`src/rtl/hs_pkg.sv`:
```
package hs_pkg;
  localparam int NPORT = 2;
  localparam int STW   = 8;

  function automatic logic [STW-1:0] pack_status(
    input logic [NPORT-1:0] irq,
    input logic [NPORT-1:0] full,
    input logic [NPORT-1:0] ien,
    input logic             tc
  );
    logic [STW-1:0] s;
    s = '0;
    for (int p = 0; p < NPORT; p++) begin
      s[3*p]     = irq[p];
      s[3*p + 1] = full[p];
      s[3*p + 2] = ien[p];
    end
    s[3*NPORT] = tc;
    return s;
  endfunction
endpackage

```
`src/rtl/hs_sync_edge.sv`:
```
module hs_sync_edge #(
  parameter int STAGES = 2
) (
  input  logic clk,
  input  logic rst_n,
  input  logic async_n,
  output logic fall,
  output logic rise
);
  logic [STAGES-1:0] chain;
  logic              last;

  always_ff @(posedge clk) begin
    if (!rst_n) begin
      chain <= '1;
      last  <= 1'b1;
    end else begin
      chain <= {chain[STAGES-2:0], async_n};
      last  <= chain[STAGES-1];
    end
  end

  assign fall = last & ~chain[STAGES-1];
  assign rise = ~last & chain[STAGES-1];
endmodule

```
`src/rtl/hs_port.sv`:
```
module hs_port #(
  parameter int DW = 8
) (
  input  logic          clk,
  input  logic          rst_n,
  input  logic          mode_out,
  input  logic          inte,
  input  logic          fall,
  input  logic          rise,
  input  logic [DW-1:0] pin_in,
  input  logic          up_ready,
  input  logic          wr_valid,
  input  logic [DW-1:0] wr_data,
  output logic          buf_full,
  output logic          intr,
  output logic          overrun,
  output logic          up_valid,
  output logic [DW-1:0] up_data,
  output logic [DW-1:0] pin_out
);
  logic full_q, irq_q, ovr_q;
  logic [DW-1:0] in_q, out_q;
  logic take;

  assign up_valid = full_q & ~mode_out;
  assign take     = up_valid & up_ready;

  always_ff @(posedge clk) begin
    if (!rst_n) begin
      full_q <= 1'b0;
      irq_q  <= 1'b0;
      ovr_q  <= 1'b0;
      in_q   <= '0;
      out_q  <= '0;
    end else if (!mode_out) begin
      if (fall) begin
        in_q   <= pin_in;
        full_q <= 1'b1;
        if (full_q && !take) ovr_q <= 1'b1;
      end else if (take) begin
        full_q <= 1'b0;
      end
      if (rise && inte)  irq_q <= 1'b1;
      else if (take)     irq_q <= 1'b0;
    end else begin
      if (wr_valid) begin
        out_q  <= wr_data;
        full_q <= 1'b1;
      end else if (fall) begin
        full_q <= 1'b0;
      end
      if (rise && inte)  irq_q <= 1'b1;
      else if (wr_valid) irq_q <= 1'b0;
    end
  end

  assign buf_full = full_q;
  assign intr     = irq_q;
  assign overrun  = ovr_q;
  assign up_data  = in_q;
  assign pin_out  = out_q;
endmodule

```
`src/rtl/hs_pair_ctrl.sv`:
```
module hs_pair_ctrl
  import hs_pkg::*;
#(
  parameter int DW          = 8,
  parameter int SYNC_STAGES = 2
) (
  input  logic                      clk,
  input  logic                      rst_n,
  input  logic [NPORT-1:0]          mode_out,
  input  logic [NPORT-1:0]          inte,
  input  logic [NPORT-1:0]          stb_n,
  input  logic [NPORT-1:0][DW-1:0]  pin_in,
  output logic [NPORT-1:0][DW-1:0]  pin_out,
  output logic [NPORT-1:0]          buf_full,
  output logic [NPORT-1:0]          intr,
  output logic [NPORT-1:0]          up_valid,
  output logic [NPORT-1:0][DW-1:0]  up_data,
  input  logic [NPORT-1:0]          up_ready,
  input  logic [NPORT-1:0]          wr_valid,
  input  logic [NPORT-1:0][DW-1:0]  wr_data,
  input  logic                      timer_tc,
  output logic [STW-1:0]            status,
  output logic [NPORT-1:0]          overrun
);
  logic [NPORT-1:0] fall, rise;

  for (genvar p = 0; p < NPORT; p++) begin : g_port
    hs_sync_edge #(.STAGES(SYNC_STAGES)) u_sync (
      .clk     (clk),
      .rst_n   (rst_n),
      .async_n (stb_n[p]),
      .fall    (fall[p]),
      .rise    (rise[p])
    );

    hs_port #(.DW(DW)) u_port (
      .clk      (clk),
      .rst_n    (rst_n),
      .mode_out (mode_out[p]),
      .inte     (inte[p]),
      .fall     (fall[p]),
      .rise     (rise[p]),
      .pin_in   (pin_in[p]),
      .up_ready (up_ready[p]),
      .wr_valid (wr_valid[p]),
      .wr_data  (wr_data[p]),
      .buf_full (buf_full[p]),
      .intr     (intr[p]),
      .overrun  (overrun[p]),
      .up_valid (up_valid[p]),
      .up_data  (up_data[p]),
      .pin_out  (pin_out[p])
    );
  end

  always_comb status = pack_status(intr, buf_full, inte & {NPORT{rst_n}}, timer_tc & rst_n);
endmodule

```
`config.mk`:
```
export PLATFORM = sky130hd
export DESIGN_NAME = hs_pair_ctrl
export DESIGN_NICKNAME = d
export VERILOG_FILES = /design/src/rtl/hs_pkg.sv /design/src/rtl/hs_sync_edge.sv /design/src/rtl/hs_port.sv /design/src/rtl/hs_pair_ctrl.sv
export SDC_FILE = /design/constraint.sdc
export NUM_CORES = 1
export LEC_CHECK = 0
export BUFFER_PORTS_ARGS = -buffer_cell sky130_fd_sc_hd__buf_2
export CORE_MARGIN = 4
export CORE_UTILIZATION = 44
export CTS_CLUSTER_SIZE = 14
export DETAILED_ROUTE_END_ITERATION = 8
export MAX_ROUTING_LAYER = met4
export PLACE_DENSITY = 0.78
export SYNTH_ARGS = -nofsm -noshare
export SYNTH_HDL_FRONTEND = slang
export SYNTH_SLANG_ARGS = --single-unit
```
`constraint.sdc`:
```
create_clock -name clk -period 1.1 [get_ports clk]
set_input_delay 0.055 -clock clk [delete_from_list [all_inputs] [get_ports clk]]
set_output_delay 0.055 -clock clk [all_outputs]
set_load 0.05 [all_outputs]
```
==> flow_results.org, run 1 <==
** Run status
- The run finished with clean final reports.

** Layout
- Relative area change from synthesis to final layout :: 45.6%
- In the final design database the tool counted 347 nets.
- Cells with a size suffix above 1 make up about two fifths of the layout.
- Inserted Diodes :: 0
- Post-route insts no fill :: between 300 and 400
- Core occupancy in the finished layout :: 68.5%

** Timing
- Setup-failing EPs final :: 0
- For the finished layout, the period the worst path requires is approximately 1100 ps.
- Setup repair after global routing could not meet its margin everywhere.
- Maximum achievable frequency :: between 0.9 and 1 GHz
- The final count of pins violating max slew was 0.
- Layout Skew :: 3.32 ps
- The worst path uses 97.0% of the clock period.
- Final hold viol count :: 0

** Die
- In this run the standard cell core region covers 3770 um^2.
- Initial core utilization :: roughly 47%
- Die Y :: roughly 72 um
- Die Outline Area :: about 5100 um^2
- Number of top-level design ports :: just over 90
- The die is 71.5 um wide.
- Std-Cell Rows :: 22

** Worst setup path
- Of all nets on the critical path, the largest fanout is 8.
- Measured in cells, the most critical reg-to-reg path has a length of 5.
- The worst register-to-register path begins at g_port[0].u_sync.chain[1]$_SDFF_PN1_.
- Required time at the endpoint of the critical path :: between 1000 and 1500 ps
- At the worst endpoint, the arrival time is approximately 1300 ps.
- The endpoint identified for the worst register-to-register timing path is g_port[0].u_port.up_data[0]$_SDFFE_PN0P_.
- Element type at the critical path end :: flop
- Flop-to-flop setup slack :: between 30 and 40 ps
- Kind of launch point of the worst setup path :: flop
- Worst Setup Path Type :: flop to flop

** Synthesis
- The synthesized netlist contains 20 unique library cells.
- Number of flops mapped to enable cells by yosys :: 0
- The average instance in the mapped netlist occupies 8.87 um^2.
- The synthesized netlist devotes around 14% of its cell area to compound gates.
- For this run, asynchronously set or reset flops after synthesis account for 0%.
- Flip-flop and latch count after synthesis :: 44
- Sorting the synthesized cells by area gives the leading types as sky130_fd_sc_hd__dfxtp_1, sky130_fd_sc_hd__nand2_1, sky130_fd_sc_hd__a21boi_0, sky130_fd_sc_hd__buf_4, sky130_fd_sc_hd__nand3_1.
- The Yosys step of the flow raised 0 warnings.
- Summing the areas of all fa, ha and maj instances in the mapped netlist gives 0% of the synthesized area.
- By area, the combinational part of the netlist is dominated by simple AND/OR/NAND/NOR gates.
- After synthesis, the largest area contributor takes up approximately half of total cell area.
- Post-synthesis share of cell area spent on xor and xnor gates :: 0%
- Net Count, Synth :: approximately 250
- Mux contribution to synthesized area :: 0%
- The largest total area in the synthesized netlist belongs to sky130_fd_sc_hd__dfxtp_1.
- The cell area that synthesis handed to floorplanning was 1770 um^2.
- Basic-gate share of the synthesized area counting and, or, nand and nor cells :: 26.9%
- sky130_fd_sc_hd__nand2_1 is the most common cell in the netlist.
- Seq/Total Area, Yosys :: 49.6%
- Ranking of synthesized cells by instance count :: sky130_fd_sc_hd__nand2_1, sky130_fd_sc_hd__dfxtp_1, sky130_fd_sc_hd__a21boi_0, sky130_fd_sc_hd__nand3_1, sky130_fd_sc_hd__o21ai_0
- The most used flip-flop cell after synthesis is sky130_fd_sc_hd__dfxtp_1.
- Gate count of the mapped netlist :: 200

** Placed design
- Post-Place Cells :: 321
- Routability-driven placement finished with a final weighted congestion of 0.724.
- Port-buffer cells :: 91
- DP Wirelength :: 2.93 mm

** Run
- Max Cap Violations :: 0

** Clocking
- Clock latency on the worst-skew pair :: 290 ps
- Clock tree sinks :: 44
- Number of buffers on the longest clock path :: 2
- TritonCTS built the clock tree.
- Buffer cell driving the clock tree root :: sky130_fd_sc_hd__clkbuf_8
- Buffers inserted during clock tree synthesis total 5.
- After clock tree synthesis, the clock-pin slew on the worst setup and hold paths is 80 ps.
- In this run the number of H-tree levels came out at 2.

** Route
- Once detail routing completed, the nets flagged for antenna violations numbered 0.
- After detailed routing, the average wire length per cell comes to between 10 and 15 um.
- For this run, design rule violations remaining after detail routing come to 0.
- Drt via density :: 4.77
- Routed wire length :: 4.40 mm
- First DRT Iteration DRCs :: between 40 and 50
- Summing over every cut layer, the via total after detailed routing is 1675.
- DRT Pass-1 Iters :: 4

** Pwr
- VDD sags by at most roughly 0.00088 V.
- The internal power of the cells totals 0.00255 W.
- Summed over all cells, the static leakage comes to 1.21 nW.
- For this design the ratio of total power to cell area is 1340 nW/um^2.
- Net switching is 26.6% of the power.
- Sequential cells burn 48.3% of the power.
- Clock share of power :: 34.1%
- In this run the power spent charging and discharging nets is 0.000924 W.
- Combinational group share of total power :: ~18%

** Hold path
- Worst Hold End :: g_port[0].u_port.pin_out[3]$_SDFFE_PN0P_
- Start point of the worst min-delay path :: wr_data[3]
- Worst min-delay path class :: input port to flop
- Along the worst hold path, the cell count comes to 3.

** Global route
- Vias in the first global route :: 1610
- The first global-routing pass estimated around 7.2 mm of wire.
- Entering global routing, the biggest net connects 26 pins.
- The number of antenna violations at the first check in global routing is 0.
- Final global-route overflow total :: 0
- For this run, the total global-route usage over all layers was measured as 17.7%.
-- critical path, stage by stage, from the launching register on --
cell	delay, ps
sky130_fd_sc_hd__dfxtp_4	370
sky130_fd_sc_hd__nor3b_4	210
sky130_fd_sc_hd__buf_4	160
sky130_fd_sc_hd__clkbuf_16	130
sky130_fd_sc_hd__nand3_1	60
sky130_fd_sc_hd__o21ai_0	70
-- metal layers --
layer	global-route usage (%)	up-vias	routed length (um)
li1	-	855	-
met1	20.5	744	1780
met2	30.4	68	2200
met3	4.35	8	351
met4	5.01	0	70
met5	-	-	0
-- placed cells by master, fill, tap and decap left out --
master,Yosys,routed
sky130_fd_sc_hd__o21a_1,2,2
sky130_fd_sc_hd__and3b_1,2,2
sky130_fd_sc_hd__buf_6,2,2
sky130_fd_sc_hd__a21boi_0,16,16
sky130_fd_sc_hd__nand3_1,16,16
sky130_fd_sc_hd__dfxtp_1,44,40
sky130_fd_sc_hd__buf_2,5,89
sky130_fd_sc_hd__nor3b_4,2,2
sky130_fd_sc_hd__clkinv_2,0,1
sky130_fd_sc_hd__dlygate4sd3_1,0,19
sky130_fd_sc_hd__bufinv_16,0,1
sky130_fd_sc_hd__and4bb_2,2,2
sky130_fd_sc_hd__buf_4,13,5
sky130_fd_sc_hd__a311oi_1,2,2
sky130_fd_sc_hd__and2_1,5,5
sky130_fd_sc_hd__clkbuf_1,4,1
sky130_fd_sc_hd__clkbuf_8,0,5
sky130_fd_sc_hd__nand2b_1,8,8
sky130_fd_sc_hd__buf_8,0,1
sky130_fd_sc_hd__dfxtp_4,0,2
sky130_fd_sc_hd__buf_12,0,2
sky130_fd_sc_hd__nor2b_4,0,2
sky130_fd_sc_hd__nand3b_1,2,2
sky130_fd_sc_hd__o21ai_1,0,3
sky130_fd_sc_hd__conb_1,1,1
sky130_fd_sc_hd__nand2_1,52,52
sky130_fd_sc_hd__nor2b_1,4,2
sky130_fd_sc_hd__clkbuf_16,0,1
sky130_fd_sc_hd__o21ai_0,16,13
sky130_fd_sc_hd__dfxtp_2,0,2
sky130_fd_sc_hd__a41o_1,2,2
-- power groups by stage --
stage / clock network [W] / registers (W) / logic [W]
floorplan: 0 / 0.00185 / 0.000249
global placement: 0 / 0.00171 / 0.000534
detailed placement: 0 / 0.00171 / 0.000537
CTS: 0.00122 / 0.00168 / 0.000597
global route: 0.00131 / 0.00168 / 0.000658
finish: 0.00118 / 0.00167 / 0.000612
-- per-stage QoR --
stage	hold slack, ps	instance area [um^2]	setup slack (ps)	TNS [ps]	power, W
final	9.83	2580	32.8	0	0.00347
after global routing	17.5	2580	-23.0	-59.2	0.00365
after CTS	1.64	2520	24.3	0	0.00350
after detailed placement	244	2200	66.2	0	0.00225
after global placement	242	2200	119	0	0.00224
after floorplan	156	1770	43.0	0	0.00210
-- kinds of logic after synthesis --
logic type / Yosys count
other: 1
and+or+nand+nor: 93
buffers and inverters: 24
AOI/OAI and AO/OA: 38
DFF: 44
-- sequential cells by signal (all words and copies together), names as in the netlist --
register,count
g_port.u_port.pin_out,16
g_port.u_port.up_data,16
g_port.u_sync.chain,4
g_port.u_port.buf_full,2
g_port.u_port.intr,2
g_port.u_port.overrun,2
g_port.u_sync.last,2
-- repair_timing --
item | 4_1_cts | 5_1_grt
gates resized for setup | 8 | 11
endpoints found under the setup margin | 2 | 12
setup buffers | 0 | 2
gates cloned | 0 | 1
hold buffers | 19 | 0
pin swaps | 0 | 1
endpoints found under the hold margin | 19 | 0
-- layout make-up --
type | instances | area (um^2)
clock buffer | 6 | 72.6
clock inverter | 2 | 35.0
fill | 303 | 1190
multi-input combinational | 132 | 748
sequential | 44 | 891
tap | 48 | 60.1
timing repair buffer | 119 | 776
-- worst max-delay path by stage --
| stage | end | from | slack [ps] | cells after the start |
|---|---|---|---|---|
| global route | g_port[0].u_port.up_data[6]$_SDFFE_PN0P_ | g_port[0].u_sync.chain[1]$_SDFF_PN1_ | -20 | 5 |
| global placement | g_port[0].u_port.up_data[0]$_SDFFE_PN0P_ | g_port[0].u_sync.last$_SDFF_PN1_ | 120 | 4 |
| floorplan | g_port[0].u_port.intr$_SDFFE_PN0P_ | rst_n | 40 | 4 |
| finish | g_port[0].u_port.up_data[0]$_SDFFE_PN0P_ | g_port[0].u_sync.chain[1]$_SDFF_PN1_ | 30 | 5 |
| CTS | up_valid[1] | g_port[1].u_port.buf_full$_SDFFE_PN0P_ | 20 | 2 |
| detailed placement | g_port[0].u_port.up_data[4]$_SDFFE_PN0P_ | g_port[0].u_sync.last$_SDFF_PN1_ | 70 | 4 |
Note: power is estimated with default switching activity, not from simulation.
==> run 2: changes to the inputs <==
--- a/config.mk
+++ b/config.mk
@@ -6,7 +6,7 @@
 export NUM_CORES = 1
 export LEC_CHECK = 0
 export BUFFER_PORTS_ARGS = -buffer_cell sky130_fd_sc_hd__buf_2
-export CORE_MARGIN = 4
+export CORE_MARGIN = 2
 export CORE_UTILIZATION = 44
 export CTS_CLUSTER_SIZE = 14
 export DETAILED_ROUTE_END_ITERATION = 8
==> run 2 against run 1 <==
  * Sequential cell count stayed put
  * Clock power is 14% lower
  * Maximum frequency is 3.2% higher
  * Non-clock buffer count is 4 lower
  * Clock-buffer cell count is 1 higher
  * Setup slack better by 33 ps
  * Critical path depth is 3 lower
  * Critical endpoint is now status[1]
  * Largest cell class unchanged
==> flow_results.org, run 2 (synthesized netlist as in run 1, its figures left out) <==
** Run status
- Status :: finished, final reports clean

** Die
- The floorplan has 23 rows.
- In this run the horizontal extent of the chip is 67.5 um.
- 93 I/O pins were placed.
- Die Y :: 67.5 um
- The die covers between 4000 and 5000 um^2.
- Initial core utilization :: 45.0%
- The total area inside the core boundary comes to 3940 um^2.

** Route
- After detailed routing, the average wire length per cell comes to roughly 11 um.
- For this block, the initial DRC count from the detailed router was 66.
- Wire segments on met2 add up to about 1.8 mm in the final route.
- After detailed routing, the number of vias per cell comes to 4.68.
- The first detailed-routing pass took 4 iterations.
- The final route contains ~1600 vias.
- The routed design has 3.90 mm of wire.
- Top layer used by detailed routing :: met4
- Length of routed wiring on met1 :: 1.78 mm
- After detailed routing, the number of remaining DRC violations is 0.
- Antenna Nets Post-Route :: 0
- In the detailed route, the total length drawn on met3 is a little under 300 um.

** Worst setup path
- The slowest stage of the critical path belongs to the cell sky130_fd_sc_hd__dfxtp_1.
- Data on the critical path is required at its endpoint by 1040 ps.
- The largest single stage delay on the critical path is roughly 330 ps.
- For the worst flop-to-flop path, the logic depth is 3.
- Worst EP arrival :: roughly 980 ps
- The setup check on the worst reg-to-reg path leaves a slack of 90 ps.
- Broken down by cell family, the worst path's largest delay share belongs to buffers and inverters.
- Highest fanout seen on the critical path :: 3
- Number of buffers and inverters on the critical path :: 2
- Element type at the critical path end :: output pin
- Kind of launch point of the worst setup path :: flop
- In this run the critical register-to-register path is captured at g_port[0].u_port.buf_full$_SDFFE_PN0P_.
- Critical register-to-register path startpoint :: g_port[0].u_sync.chain[1]$_SDFF_PN1_
- The critical path is of the flop to output pin type.
- Critical-path cell list :: buf_4 > buf_2

** Hold path
- The tightest min-delay check is of the input port to flop type.
- The path with the worst hold slack has its endpoint at g_port[0].u_port.pin_out[5]$_SDFFE_PN0P_.
- The startpoint identified for the worst hold timing path is wr_data[5].
- Counting instances, the worst hold path has a depth of 3.

** Global route
- Wire length of the first global-routing pass :: just over 6 mm
- Vias in the first global route :: between 1000 and 1500
- For this run the aggregate overflow at the end of global routing stands at 0.
- Total track usage :: 18.2%
- The number of antenna violations at the first check in global routing is 0.
- Maximum number of pins on one net before global-route repair :: 29

** Placed design
- Summed over all nets, the half-perimeter wirelength after detailed placement is between 2 and 3 mm.
- In this run the cell area measured after placement is 2200 um^2.
- During placement, the flow inserted port buffers numbering 91.
- At the end of routability-driven placement, the weighted congestion stood at 0.706.
- Timing analysis after detailed placement gives a worst setup slack of 99.7 ps.
- Post-Place Cells :: 323

** Timing
- Layout Skew :: 3.37 ps
- Final Critical Period :: 1030 ps
- After layout, the worst setup slack is approximately 66 ps.
- The final count of pins violating max slew is 0.
- Derived from the worst setup path, the maximum achievable clock frequency is 0.967 GHz.
- Share of the clock period used by the worst path :: between 90% and 100%
- The final hold violation count was 0.
- Setup-failing EPs final :: 0

** Pwr
- Flop pwr share :: 51.0%
- Areal power density over the cells :: between 1000 and 1500 nW/um^2
- Internal Pwr Total :: 0.00237 W
- For this design the static power due to leakage is 1.16 nW.
- Clock share of power :: 30.7%
- Sw Share :: 27.7%
- Net switching power :: 0.000909 W
- Largest voltage drop on the vdd net :: between 0.0009 and 0.001 V
- In this run, the combinational gates consume 18.2% of the power.

** Clocking
- The clock drives 44 sinks.
- Number of buffers inserted during clock tree synthesis :: 5
- The cell sitting at the root of the clock tree is a sky130_fd_sc_hd__clkbuf_8.
- Clock tree from TritonCTS :: done
- Number of buffers on the longest clock path :: 2
- Clock slew at the register clock pins of the worst setup and hold paths :: 80 ps
- The H-tree was split into 2 levels.
- Clock latency on the worst-skew pair :: about 290 ps

** Layout
- 0 antenna diodes ended up in the layout.
- Compared with the post-synthesis result, the final layout area differs by 41.3%.
- Share of final-layout standard cells stronger than drive strength 1 :: 38.1%
- The final layout contains 343 nets.
- In the layout the commonest cells are sky130_fd_sc_hd__buf_2, sky130_fd_sc_hd__nand2_1, sky130_fd_sc_hd__dfxtp_1.
- Final standard cell area without fillers :: 2510 um^2
- Leaving out fill and tap cells, the most frequent cell in the layout is sky130_fd_sc_hd__buf_2.
- Once layout is complete, the cells apart from fillers number 349.

** Run
- The tool flagged a number of max-cap violations equal to 0.
==> run 2: cell count changes in the layout (fill, tap and decap cells not counted), moves of 2 or more <==
cell,before,now
sky130_fd_sc_hd__dfxtp_2,2,4
sky130_fd_sc_hd__dfxtp_4,2,0
sky130_fd_sc_hd__o21ai_0,13,16
sky130_fd_sc_hd__o21ai_1,3,0
==> run 2: layout make-up <==
class / instances / area (um^2)
flip-flops and latches: 44 / 886
well taps: 50 / 62.6
repair buffers: 115 / 721
clock buffers: 7 / 86.3
clock inverters: 1 / 7.51
multi-input cells: 132 / 743
fillers: 329 / 1440
==> run 2: worst reg2reg max path, delay by kind of cell, from the launching register on <==
family             cells  cell delay (ps)
DFF                    1              360
and+or+nand+nor        2              240
AOI/OAI and AO/OA      1              300
==> run 2: through the flow <==
step	setup TNS, ps	total power, W	utilization [%]	hold WS [ps]
6_report	0	0.00328	63.6	8.75
5_1_grt	-8.25	0.00346	63.6	4.11
4_1_cts	0	0.00332	63.2	0.545
3_5_place_dp	0	0.00225	55.9	254
3_3_place_gp	0	0.00224	55.9	241
2_1_floorplan	0	0.00210	-	156
==> run 2: routing by layer <==
metal  vias to the layer above  GRT usage (%)
met1                       715           23.2
met3                         4           6.00
met2                        69           27.7
met4                         0           4.59
li1                        845              -
met5                         -              -
==> run 2: power groups by stage <==
| stage | Clock [W] | Combinational [W] | Sequential (W) |
|---|---|---|---|
| finish | 0.00101 | 0.000598 | 0.00168 |
| global route | 0.00114 | 0.000638 | 0.00168 |
| CTS | 0.00105 | 0.000592 | 0.00167 |
| detailed placement | 0 | 0.000537 | 0.00171 |
| global placement | 0 | 0.000531 | 0.00171 |
| floorplan | 0 | 0.000249 | 0.00185 |
==> run 2: worst max-delay path by stage <==
stage,startpoint,end,slack (ps),cells past startpoint
final,g_port[0].u_port.buf_full$_SDFFE_PN0P_,status[1],70,2
after global routing,g_port[1].u_port.buf_full$_SDFFE_PN0P_,up_valid[1],-8,2
after global placement,g_port[0].u_sync.last$_SDFF_PN1_,g_port[0].u_port.up_data[5]$_SDFFE_PN0P_,120,4
after CTS,g_port[1].u_port.buf_full$_SDFFE_PN0P_,up_valid[1],10,2
after detailed placement,g_port[0].u_sync.last$_SDFF_PN1_,g_port[0].u_port.up_data[0]$_SDFFE_PN0P_,100,4
after floorplan,rst_n,g_port[0].u_port.intr$_SDFFE_PN0P_,40,4
==> run 2: timing repair <==
item / CTS / global route
hold buffers: 18 / 0
setup buffers: 0 / 0
setup endpoints to repair: 2 / 7
gates resized for setup: 6 / 6
hold endpoints to repair: 18 / 0
==> run 3: changes to the inputs <==
--- a/config.mk
+++ b/config.mk
@@ -6,7 +6,6 @@
 export NUM_CORES = 1
 export LEC_CHECK = 0
 export BUFFER_PORTS_ARGS = -buffer_cell sky130_fd_sc_hd__buf_2
-export CORE_MARGIN = 2
 export CORE_UTILIZATION = 44
 export CTS_CLUSTER_SIZE = 14
 export DETAILED_ROUTE_END_ITERATION = 8
==> run 3 against run 2 <==
  * Die area shrank 5.8%
  * Final cell count shrank 0.86%
  * Critical path depth is the same
  * Critical endpoint is now up_valid[1]
  * Combinational power is essentially flat
==> flow_results.org, run 3 (synthesized netlist as in run 1, its figures left out) <==
** Run status
- The run finished with clean final reports.

** Clocking
- Clock tree from TritonCTS :: done
- Clock slew at the register clock pins of the worst setup and hold paths :: about 80 ps
- Setup fix buffers added after clock tree synthesis :: 0
- The clock passes through at most 2 buffers.
- The cell sitting at the root of the clock tree is a sky130_fd_sc_hd__clkbuf_8.
- Clock tree sinks :: 44
- H-tree depth :: 2
- The clock reaches the later pin of the worst-skew pair after 290 ps.
- Number of buffers inserted during clock tree synthesis :: 5

** Worst setup path
- The kind of cell with the highest combined delay along the critical path is flip-flops.
- Counting both buffers and inverters, the worst setup path holds a total of 1.
- STA classifies the critical path endpoint as an output pin.
- Highest fanout seen on the critical path :: 3
- At the worst endpoint, the arrival time is 980 ps.
- For the worst setup path, the data required time is approximately 1000 ps.
- The slowest stage of the critical path belongs to the cell sky130_fd_sc_hd__dfxtp_1.
- The worst setup path is of the flop to output pin kind.
- Critical-path cell list :: nor2b_2 > buf_6
- Delay of the slowest critical-path stage :: 320 ps
- Kind of launch point of the worst setup path :: flop

** Placed design
- DP Wirelength :: 2.54 mm
- Final estimated routing congestion in global placement :: 0.733
- Port-buffer cells :: 91
- Post-Place Cells :: 320

** Hold path
- Worst min-delay path class :: input port to flop

** Timing
- Share of the clock period used by the worst path :: 94.5%
- Unrepaired setup endpoints after global routing :: yes
- Derived from the worst setup path, the maximum achievable clock frequency is slightly below 1 GHz.
- For the final database, setup skew stands at 1.54 ps.
- Setup violations remaining at the end of the flow were counted as 0.
- Final hold viol count :: 0
- The smallest clock period supported by the final layout is computed as between 1000 and 1500 ps.
- Max-slew violations :: 0

** Die
- Die Y :: around 66 um
- Std-Cell Rows :: 22
- Standard cell core area :: 3770 um^2
- Number of top-level design ports :: 93
- Initial core utilization :: between 40% and 50%
- Die Width :: 65.5 um
- The die covers 4290 um^2.

** Run
- Max Cap Violations :: 0

** Global route
- The number of global-route vias before repair was 1443.
- Initial antenna violation count :: 0
- Entering global routing, the biggest net connects 32 pins.
- For this run the aggregate overflow at the end of global routing stands at 0.
- Wire length of the first global-routing pass :: a little under 6 mm
- Total track usage :: around a fifth

** Layout
- Share of final-layout standard cells stronger than drive strength 1 :: 37.2%
- Core occupancy in the finished layout :: 66.3%
- Leaving out fill and tap cells, the most frequent cell in the layout is sky130_fd_sc_hd__buf_2.
- The library cells used most frequently in the layout, excluding fill and tap cells, are sky130_fd_sc_hd__buf_2, sky130_fd_sc_hd__nand2_1, sky130_fd_sc_hd__dfxtp_1.
- Total Nets Final :: 342
- The repair_antennas step left the layout with diodes totalling 0.
- Relative to the synthesized area, the layout overhead comes to 41.0%.
- The finished layout holds around 350 standard cells, fillers aside.

** Route
- Wire length per cell :: 11.0 um
- Drt via density :: 4.66
- First DRT Iteration DRCs :: 97
- DRC :: 0
- The routed design has approximately 3.8 mm of wire.
- DRT Pass-1 Iters :: 4
- The detail route stage leaves a number of antenna-violating nets equal to 0.
- Via count of the routed design :: 1614

** Pwr
- The worst-case IR drop observed on VDD is 0.000890 V.
- Leakage power figure :: 1.17 nW
- For this design the ratio of total power to cell area is 1310 nW/um^2.
run 3: worst paths after layout:
kind / startpoint / end / slack [ps] / depth (start not counted)
setup / recovery: g_port[1].u_port.buf_full$_SDFFE_PN0P_ / up_valid[1] / 60 / 2
hold / removal: wr_data[15] / g_port[1].u_port.pin_out[7]$_SDFFE_PN0P_ / 4 / 3
setup reg to reg: g_port[0].u_sync.chain[1]$_SDFF_PN1_ / g_port[0].u_port.up_data[6]$_SDFFE_PN0P_ / 90 / 4
hold reg to reg: g_port[0].u_sync.chain[0]$_SDFF_PN1_ / g_port[0].u_sync.chain[1]$_SDFF_PN1_ / 410 / 1
run 3: stage by stage:
step	cell area [um^2]	TNS, ps	total power [W]	hold WS, ps	worst slack (ps)
6_report	2500	0	0.00328	4.47	61.0
5_1_grt	2500	-3.93	0.00344	12.7	-3.93
4_1_cts	2490	0	0.00332	1.71	16.0
3_5_place_dp	2200	0	0.00225	244	65.9
3_3_place_gp	2200	0	0.00224	237	127
2_1_floorplan	1770	0	0.00210	156	43.0
run 3: final cells by class:
class	count	area, um^2
clock buffer	8	90.1
sequential	44	885
multi-input combinational	132	743
timing repair buffer	114	723
tap	48	60.1
fill	314	1270
run 3: report_power, final:
part / internal, W / switching [W] / total (W)
registers: 0.00165 / 0.0000278 / 0.00168
logic: 0.000218 / 0.000378 / 0.000596
clock network: 0.000512 / 0.000494 / 0.00101
run 3: worst register-to-register path: cells and delay by family, from the launching register on:
kind	cells	cell delay, ps
AOI/OAI and AO/OA	1	90
buffers and inverters	1	170
DFF	1	350
and+or+nand+nor	2	330
run 3: timing repair:
action | CTS | global route
pin swaps | 0 | 1
hold buffers | 17 | 1
hold endpoints to repair | 17 | 1
endpoints found under the setup margin | 2 | 5
resized for setup | 7 | 3
run 3: layer usage:
metal / global-route usage [%] / vias to the layer above / wire length, um
met4: 8.15 / 0 / 29
met3: 4.51 / 4 / 263
met2: 33.5 / 68 / 1810
li1: - / 844 / -
met1: 20.0 / 698 / 1720
met5: - / - / 0
